[src/rtl/ovo_vote_pkg.sv]
package ovo_vote_pkg;

  localparam int unsigned DEF_NUM_CLASSES = 8;
  localparam int unsigned DEF_SUM_W       = 26;

  // Lexicographic index of pair (lo, hi), lo < hi, among ncls classes.
  function automatic int unsigned pair_index(input int unsigned lo,
                                             input int unsigned hi,
                                             input int unsigned ncls);
    return (lo * (2 * ncls - lo - 1)) / 2 + (hi - lo - 1);
  endfunction

endpackage

[src/rtl/ovo_pair_cmp.sv]
module ovo_pair_cmp #(
  parameter int unsigned SUM_W = 26
) (
  input  logic [SUM_W-1:0] sum_i,
  input  logic [SUM_W-1:0] bias_i,
  output logic             lo_wins_o
);

  // One guard bit keeps the signed difference exact over the full range.
  logic [SUM_W:0] diff;

  always_comb begin
    diff      = {sum_i[SUM_W-1], sum_i} - {bias_i[SUM_W-1], bias_i};
    lo_wins_o = ~diff[SUM_W] & (diff != '0);
  end

endmodule

[src/rtl/ovo_vote_tally.sv]
module ovo_vote_tally
  import ovo_vote_pkg::*;
#(
  parameter int unsigned NUM_CLASSES = 8,
  parameter int unsigned VOTE_W      = 3,
  localparam int unsigned NUM_PAIRS  = NUM_CLASSES * (NUM_CLASSES - 1) / 2
) (
  input  logic [NUM_PAIRS-1:0]          lo_wins_i,
  output logic [NUM_CLASSES*VOTE_W-1:0] votes_o
);

  for (genvar c = 0; c < NUM_CLASSES; c++) begin : g_cls
    logic [VOTE_W-1:0] cnt;

    always_comb begin
      cnt = '0;
      for (int unsigned o = 0; o < NUM_CLASSES; o++) begin
        if (o < c) begin
          if (!lo_wins_i[pair_index(o, c, NUM_CLASSES)]) cnt = cnt + VOTE_W'(1);
        end else if (o > c) begin
          if (lo_wins_i[pair_index(c, o, NUM_CLASSES)]) cnt = cnt + VOTE_W'(1);
        end
      end
    end

    assign votes_o[c*VOTE_W +: VOTE_W] = cnt;
  end

endmodule

[src/rtl/ovo_argmax.sv]
module ovo_argmax #(
  parameter int unsigned NUM_CLASSES = 8,
  parameter int unsigned VOTE_W      = 3,
  parameter int unsigned CLS_W       = 3
) (
  input  logic [NUM_CLASSES*VOTE_W-1:0] votes_i,
  output logic [CLS_W-1:0]              best_o
);

  logic [VOTE_W-1:0] best_cnt;

  // Strict greater-than keeps the earliest class on equal counts.
  always_comb begin
    best_o   = '0;
    best_cnt = votes_i[VOTE_W-1:0];
    for (int unsigned k = 1; k < NUM_CLASSES; k++) begin
      if (votes_i[k*VOTE_W +: VOTE_W] > best_cnt) begin
        best_cnt = votes_i[k*VOTE_W +: VOTE_W];
        best_o   = CLS_W'(k);
      end
    end
  end

endmodule

[src/rtl/ovo_vote_top.sv]
module ovo_vote_top
  import ovo_vote_pkg::*;
#(
  parameter int unsigned NUM_CLASSES = DEF_NUM_CLASSES,
  parameter int unsigned SUM_W       = DEF_SUM_W,
  localparam int unsigned NUM_PAIRS  = NUM_CLASSES * (NUM_CLASSES - 1) / 2,
  localparam int unsigned BUS_W      = NUM_PAIRS * SUM_W,
  localparam int unsigned CLS_W      = $clog2(NUM_CLASSES),
  localparam int unsigned VOTE_W     = $clog2(NUM_CLASSES)
) (
  input  logic             clk,
  input  logic             rst_n,
  input  logic             sum_valid,
  input  logic [BUS_W-1:0] sum_bus,
  input  logic [BUS_W-1:0] bias_bus,
  output logic             res_valid,
  output logic [CLS_W-1:0] res_class
);

  // Stage 1: parallel pair comparisons
  logic [NUM_PAIRS-1:0] lo_wins;

  for (genvar d = 0; d < NUM_PAIRS; d++) begin : g_pair
    ovo_pair_cmp #(.SUM_W(SUM_W)) u_cmp (
      .sum_i     (sum_bus[d*SUM_W +: SUM_W]),
      .bias_i    (bias_bus[d*SUM_W +: SUM_W]),
      .lo_wins_o (lo_wins[d])
    );
  end

  logic [NUM_PAIRS-1:0] win_q, win_d;
  logic                 cmp_vld_q, cmp_vld_d;

  always_comb begin
    cmp_vld_d = sum_valid;
    win_d     = win_q;
    if (sum_valid) win_d = lo_wins;
  end

  always_ff @(posedge clk or negedge rst_n) begin
    if (!rst_n) begin
      cmp_vld_q <= 1'b0;
      win_q     <= '0;
    end else begin
      cmp_vld_q <= cmp_vld_d;
      win_q     <= win_d;
    end
  end

  // Stage 2: vote count and selection
  logic [NUM_CLASSES*VOTE_W-1:0] votes;
  logic [CLS_W-1:0]              best;

  ovo_vote_tally #(
    .NUM_CLASSES (NUM_CLASSES),
    .VOTE_W      (VOTE_W)
  ) u_tally (
    .lo_wins_i (win_q),
    .votes_o   (votes)
  );

  ovo_argmax #(
    .NUM_CLASSES (NUM_CLASSES),
    .VOTE_W      (VOTE_W),
    .CLS_W       (CLS_W)
  ) u_argmax (
    .votes_i (votes),
    .best_o  (best)
  );

  logic             res_vld_q, res_vld_d;
  logic [CLS_W-1:0] res_cls_q, res_cls_d;

  always_comb begin
    res_vld_d = cmp_vld_q;
    res_cls_d = res_cls_q;
    if (cmp_vld_q) res_cls_d = best;
  end

  always_ff @(posedge clk or negedge rst_n) begin
    if (!rst_n) begin
      res_vld_q <= 1'b0;
      res_cls_q <= '0;
    end else begin
      res_vld_q <= res_vld_d;
      res_cls_q <= res_cls_d;
    end
  end

  assign res_valid = res_vld_q;
  assign res_class = res_cls_q;

endmodule

[config.mk]
export PLATFORM = sky130hd
export DESIGN_NAME = ovo_vote_top
export DESIGN_NICKNAME = d
export VERILOG_FILES = /design/src/rtl/ovo_vote_pkg.sv /design/src/rtl/ovo_pair_cmp.sv /design/src/rtl/ovo_vote_tally.sv /design/src/rtl/ovo_argmax.sv /design/src/rtl/ovo_vote_top.sv
export SDC_FILE = /design/constraint.sdc
export NUM_CORES = 2
export LEC_CHECK = 0
export BUFFER_PORTS_ARGS = -buffer_cell sky130_fd_sc_hd__buf_4
export CORE_AREA = 2 2 565 567
export CTS_CLUSTER_SIZE = 16
export DETAILED_ROUTE_END_ITERATION = 10
export DIE_AREA = 0 0 567 569
export GPL_TIMING_DRIVEN = 0
export PLACE_DENSITY_LB_ADDON = 0.15
export SLEW_MARGIN = 30
export SYNTH_ARGS = -nofsm -noshare
export SYNTH_HDL_FRONTEND = slang
export SYNTH_SLANG_ARGS = --single-unit
[constraint.sdc]
create_clock -name clk -period 12.85 [get_ports clk]
set_clock_uncertainty 0.05 [all_clocks]
set_input_delay 1.285 -clock clk [delete_from_list [all_inputs] [get_ports clk]]
set_output_delay 1.285 -clock clk [all_outputs]
set_load 0.01 [all_outputs]
Yosys cells after proc, flatten, opt, wreduce, memory -nomap -nowiden --
Index checks and enable logic that the tools add are counted.
Storage, ports and cells: register bits 33, input bits 1459
Cells by class: $add $sub $neg 76, order comparisons 7, mux-type cells 69, bitwise logic cells 56, reductions and logical operators 28
Operator list (number):
- $reduce_bool A27 Y1 | 28
- $sub A26 B26 Y27 | 28
- $mux W3 | 58
- $add A3 B1 Y3 const B | 40
- $and A1 B1 Y1 | 28
- $not A1 Y1 | 28
- $gt A3 B3 Y1 | 7
- $add A1 B1 Y2 const B | 8
- $mux W1 | 9
- $mux W2 | 2

Logic depth before layout (Yosys ltp) --
word-level depth 27, gate-level depth with buffers 67, depth with buffers taken out 67

Cells and area by module --
A second synthesis with hierarchy kept.
Second synthesis, totals: cells, all modules 7659, area, all modules 52345.2 um2
By module, submodules not included:
- ovo_pair_cmp (g_pair[24].u_cmp ...) | instances 12, cells each 268, area each 1746.7 um2, seq. area each 0.0 um2
- ovo_pair_cmp (g_pair[0].u_cmp ...) | instances 12, cells each 251, area each 1695.4 um2, seq. area each 0.0 um2
- ovo_pair_cmp (g_pair[12].u_cmp ...) | instances 4, cells each 223, area each 1552.7 um2, seq. area each 0.0 um2
- ovo_vote_tally | instances 1, cells each 345, area each 2603.7 um2, seq. area each 0.0 um2
- ovo_vote_top | instances 1, cells each 67, area each 1301.2 um2, seq. area each 825.8 um2
- ovo_argmax | instances 1, cells each 127, area each 924.6 um2, seq. area each 0.0 um2

Worst setup path after synthesis --
Ideal clock, no wire load.
path type register to register, from register win_q[0], to register res_cls_q[2], in the netlist res_class[2], setup time 121 ps, arrival time 10138 ps, required time 12679 ps, slack 2541 ps, cell stages (with the launch flop) 60, period minus slack after synthesis 10309 ps, cells stage by stage dfrtp_1 inv_1 ha_1 xor2_1 xnor2_1 inv_1 ha_1 xor2_1 nor3_1 a211oi_1 ha_1 nand2_1 xor2_1 xnor2_1 xnor2_1 ha_1 a21oi_1 a31oi_1 [... 24 more ...] o21ai_0 nand2b_1 inv_1 a31oi_1 mux2_2 ha_1 nor2b_1 o21ai_0 nand2b_1 nand2_1 o22ai_1 ha_1 nor2b_1 o21ai_0 inv_1 o21ai_0 nand3_1 o22a_1
Between the ends: word-level cells in the longest chain between the ends 27
RTL lines:
- from (decl) | line ovo_vote_top.sv:31 | logic [NUM_PAIRS-1:0] win_q, win_d;
- from (signal assigned) | line ovo_vote_top.sv:46 | win_q <= win_d;
- $mux W1, on equally long branches | line ovo_vote_tally.sv:19, ovo_vote_tally.sv:21
- $add A1 B1 Y2 | line ovo_vote_tally.sv:21 | if (lo_wins_i[pair_index(c, o, NUM_CLASSES)]) cnt = cnt + VOTE_W'(1);
- $mux W3 | line ovo_vote_tally.sv:21
- $add A3 B1 Y3 | line ovo_vote_tally.sv:21
- $mux W3 | line ovo_vote_tally.sv:21
- $add A3 B1 Y3 | line ovo_vote_tally.sv:21
- $mux W3 | line ovo_vote_tally.sv:21
- $add A3 B1 Y3 | line ovo_vote_tally.sv:21
- [... 11 more ...]
- $gt A3 B3 Y1 | line ovo_argmax.sv:17 | if (votes_i[k*VOTE_W +: VOTE_W] > best_cnt) begin
- $mux W3 | line ovo_argmax.sv:17
- $gt A3 B3 Y1 | line ovo_argmax.sv:17
- $mux W3 | line ovo_argmax.sv:17
- $gt A3 B3 Y1 | line ovo_argmax.sv:17
- $mux W3 | line ovo_argmax.sv:17
- $gt A3 B3 Y1 | line ovo_argmax.sv:17
- $mux W3 * | line ovo_argmax.sv:17
- to (signal assigned) | line ovo_vote_top.sv:86 | res_cls_q <= res_cls_d;
- to (decl) | line ovo_vote_top.sv:72 | logic [CLS_W-1:0] res_cls_q, res_cls_d;
Every way passes the cells marked *; elsewhere a longest branch is shown, timed or not. A chain may end at the register's enable or synchronous reset.

Final worst setup path --
from register win_q[0], to register res_cls_q[1], in the netlist res_class[1]
Between the ends: word-level cells in the longest chain between the ends 27
RTL lines (line):
- $mux W1, on equally long branches | ovo_vote_tally.sv:19, ovo_vote_tally.sv:21
- $add A1 B1 Y2 | ovo_vote_tally.sv:21
- $mux W3 | ovo_vote_tally.sv:21
- $add A3 B1 Y3 | ovo_vote_tally.sv:21
- $mux W3 | ovo_vote_tally.sv:21
- $add A3 B1 Y3 | ovo_vote_tally.sv:21
- $mux W3 | ovo_vote_tally.sv:21
- $add A3 B1 Y3 | ovo_vote_tally.sv:21
- [... 11 more ...]
- $gt A3 B3 Y1 | ovo_argmax.sv:17
- $mux W3 | ovo_argmax.sv:17
- $gt A3 B3 Y1 | ovo_argmax.sv:17
- $mux W3 | ovo_argmax.sv:17
- $gt A3 B3 Y1 | ovo_argmax.sv:17
- $mux W3 | ovo_argmax.sv:17
- $gt A3 B3 Y1 | ovo_argmax.sv:17
- $mux W3 * | ovo_argmax.sv:17
Marks and branches as above.

==> results.txt <==
----------------------------------------------------
[Placement]
  Last weighted congestion value of the routability-driven placer ... around 0.92
  Placed cells ... between 10000 and 15000
  Worst-case setup slack after placement ... a little over 0.6 ns
  PortBufs ... 1462
  Estimated wirelength of the detail-placed design ... 256400 um
  Post-placement cell area ... 61820 sq um

[Yosys]
  Post-synthesis instance total ... 6897
  Number of warning messages in the yosys log ... 0
  Post-synthesis async set-or-reset flop share ... 100.0%
  Top flip-flop cell by instance count after synthesis ... dfrtp_1
  Synthesis-stage register bit count ... 33
  Number of unique standard cell types used by synthesis ... 97
  Most common library cells after synthesis ... inv_1, ha_1, a21oi_1, nor2_1, nand2_1
  Count leader, synth ... inv_1
  Synthesized net count ... 9185
  Portion of synthesized cell area occupied by the leading cell type ... ~22%
  Library cell occupying the most area in the post-synthesis netlist ... ha_1
  Cells taking the most area after synthesis ... ha_1, inv_1, a21oi_1
  Post-synthesis average cell area ... 6.590 sq um
  EDFF count, synth ... 0
  Cell Area, Synth ... 45450 sq um
  Register area share after synthesis ... 1.817%

[Timing]
  Endpoints failing setup ... 0
  Fin. max-slew vios ... 0
  Post-layout minimum cycle time ... about 12 ns
  Fin. Hold Viols ... 0
  Final period utilization ... around nine tenths
  Crit path setup slack, layout ... 1.300 ns
  Total Negative Setup Slacks ... 0 ns
  Hold slack ... approximately 0.47 ns
  Transition at the pin with the smallest max-transition slack ... 0.9188 ns
  Unrepaired setup endpoints after global routing ... no
  Headroom to the max-slew limit ... a little under two fifths
  Top achievable clock speed ... 86.58 MHz

[Power]
  Standby leakage power ... 30.21 nW
  Sw power ... 4.236 mW
  Power consumption ... 7.695 mW
  Relative contribution of combinational cells to total power ... 95.1%
  Maximum vdd drop ... 0.8073 mV
  Sequential fraction of design power ... ~2.1%
  Pwr dens ... roughly 120 nW/um^2
  Power share of the clock group ... 2.8%
  Cell internal power dissipation ... 3.459 mW
  Switching share of total power ... 55.05%

[Flow run]
  Reported max-cap violation count ... 0

[Floorplanning]
  Die area ... 322600 sq um
  Height of the die ... 569 um
  Effective utilization at floorplan ... between 10% and 20%
  Placeable core area ... about 320000 sq um
  Row cnt ... 207
  Die X ... 567 um
  Count of boundary I/O pins ... between 1000 and 1500

[Detailed routing]
  Total via count in the routed design ... 56500
  Final routed wirelength across all metal layers ... 281200 um
  Starting DRT DRC Count ... 3645
  DRC violations left ... 0
  Number of detailed-route iterations in the first pass ... 6
  Antenna Violating Nets Remaining ... 0
  Via-per-instance ratio ... roughly 4.5
  Drt wl/cell ... 22.33 um

[Critical path]
  Most frequent cell on the critical path ... ha_1
  Logic depth of the worst register-to-register path ... 64
  Reg-to-Reg Start ... win_q[0]
  Largest driver fanout on the critical path ... 6
  Kind of end point of the critical path ... register
  Slack of the worst reg-to-reg path ... 1.30 ns
  Critical Path Source Type ... register
  Worst stage delay on the critical path ... 0.47 ns
  Worst path required time ... 13.07 ns
  Endpoint of the lowest-slack register-to-register path ... res_class[1]
  Critical Path Slowest Stage Cell ... dfrtp_2
  CP Data Arrival Time ... 11.77 ns
  Crit Path Category ... reg2reg

[CTS]
  Number of clock sinks seen by CTS ... 33
  Clock latency reported for the late side of the worst-skew pair ... 0.39 ns
  Count of cells resized by post-cts repair ... 0
  Clock tree from TritonCTS ... built
  CTS Buffer Depth ... 2
  Clock-pin transition on the worst setup and hold timing paths ... 0.09 ns
  Post-CTS setup buffer count ... 0
  Number of H-tree levels ... 2
  Clk Tree Root Cell ... clkbuf_16
  Clock buffers created by TritonCTS ... 5
  Cts hold-fix bufs ... 0

[Outcome]
  Run status ... finished clean

[Hold path]
  Hold endpoint ... res_class[1]
  Min-delay worst type ... reg2reg
  Worst Hold Launch ... res_class[1]
  Cell depth of the worst min-delay path ... 1

[GRT]
  Total overflow reported by the global router ... 0
  Maximum number of pins on one net before global-route repair ... 34
  First-pass GRT wire length ... 398000 um
  Number of antenna violations at the first check in global routing ... roughly 120
  Vias in the first global route ... 56610
  Overall fraction of global-route tracks in use ... around 17%

[Finish]
  Footprint of the flip-flops and latches ... 827.0 sq um
  Number of standard cells in the layout, taps in and fillers out ... 12600
  Utilization after layout ... 19.63%
  Number of fillers in the final layout ... 36310
  Final Net Count ... approximately 11000
  Final instance area ... 62170 sq um
  Area added between synthesis and finish ... 36.79%
  Area of combinational cells with multiple inputs ... about 40000 sq um
  Fraction of layout instances using a drive strength above 1 ... around 19%

----------------------------------------------------
power groups by stage:
stage / registers, mW / clock network (mW) / logic, mW
after floorplan: 0.150 / 0 / 5.17
after global placement: 0.164 / 0 / 7.04
after detailed placement: 0.165 / 0 / 7.14
after CTS: 0.163 / 0.252 / 7.19
after global routing: 0.164 / 0.246 / 8.34
final: 0.159 / 0.218 / 7.32
per-layer routing:
metal | global-route usage (%) | vias up | share of wire [%]
met3 | 3.038 | 235 | 5.2
met1 | 20.06 | 26650 | 43
li1 | - | 27920 | -
met4 | 2.536 | 72 | 1.5
met2 | 30.66 | 1626 | 50
met5 | 0 | - | 0.17
cell usage in the layout (no fill, tap or decap), types with 154 or more instances in the layout:
master,synthesis,routed
nor3_1,155,154
xnor2_1,222,221
buf_4,0,1462
a21oi_1,557,557
o21ai_0,402,401
nor2b_1,176,176
ha_1,801,801
nand3_1,176,176
inv_1,1091,1091
nor2_1,555,555
nand2_1,469,469
a21o_1,182,182
kinds of logic after synthesis:
logic type / after synthesis / synth area share [%]
and+or+nand+nor: 2157 / 23.61
muxes: 127 / 2.940
buffers and inverters: 1218 / 10.06
DFF: 33 / 1.817
xor gates and xnor gates: 324 / 6.260
AOI/OAI and AO/OA: 2209 / 32.03
adders and majority gates: 829 / 23.28
worst max-delay path by stage:
stage	startpoint	endpoint	slack [ns]	cells past startpoint
finish	win_q[0]	res_class[1]	1.30	64
global route	win_q[0]	res_class[2]	0.05	64
CTS	win_q[0]	res_class[1]	0.54	61
detailed placement	win_q[0]	res_class[1]	0.61	60
global placement	win_q[0]	res_class[2]	0.73	60
floorplan	win_q[0]	res_class[2]	2.54	59
critical path, delay by kind of cell, from the launching register on:
family                     cells  cell delay [ns]
muxes                          3             0.96
AOI/OAI and AO/OA             18             2.97
buffers and inverters          7             0.53
DFF                            1             0.47
xor gates and xnor gates       6             1.06
adders and majority gates     10             2.97
and+or+nand+nor               20             2.41
registers in the layout, indices dropped and copies added, names as in the netlist:
name	flops
win_q	28
cmp_vld_q	1
res_valid	1
res_class	3
cell type report:
| cell class | instances | area share, % |
|---|---|---|
| multi-input combinational | 5646 | 64.52 |
| timing repair buffer | 1469 | 17.87 |
| tap | 4180 | 8.413 |
| inverter | 1097 | 6.623 |
| sequential | 33 | 1.330 |
| buffer | 121 | 0.7728 |
| clock buffer | 5 | 0.2013 |
| antenna | 41 | 0.1650 |
| clock inverter | 3 | 0.1047 |
(Power assumes the default switching activity.)
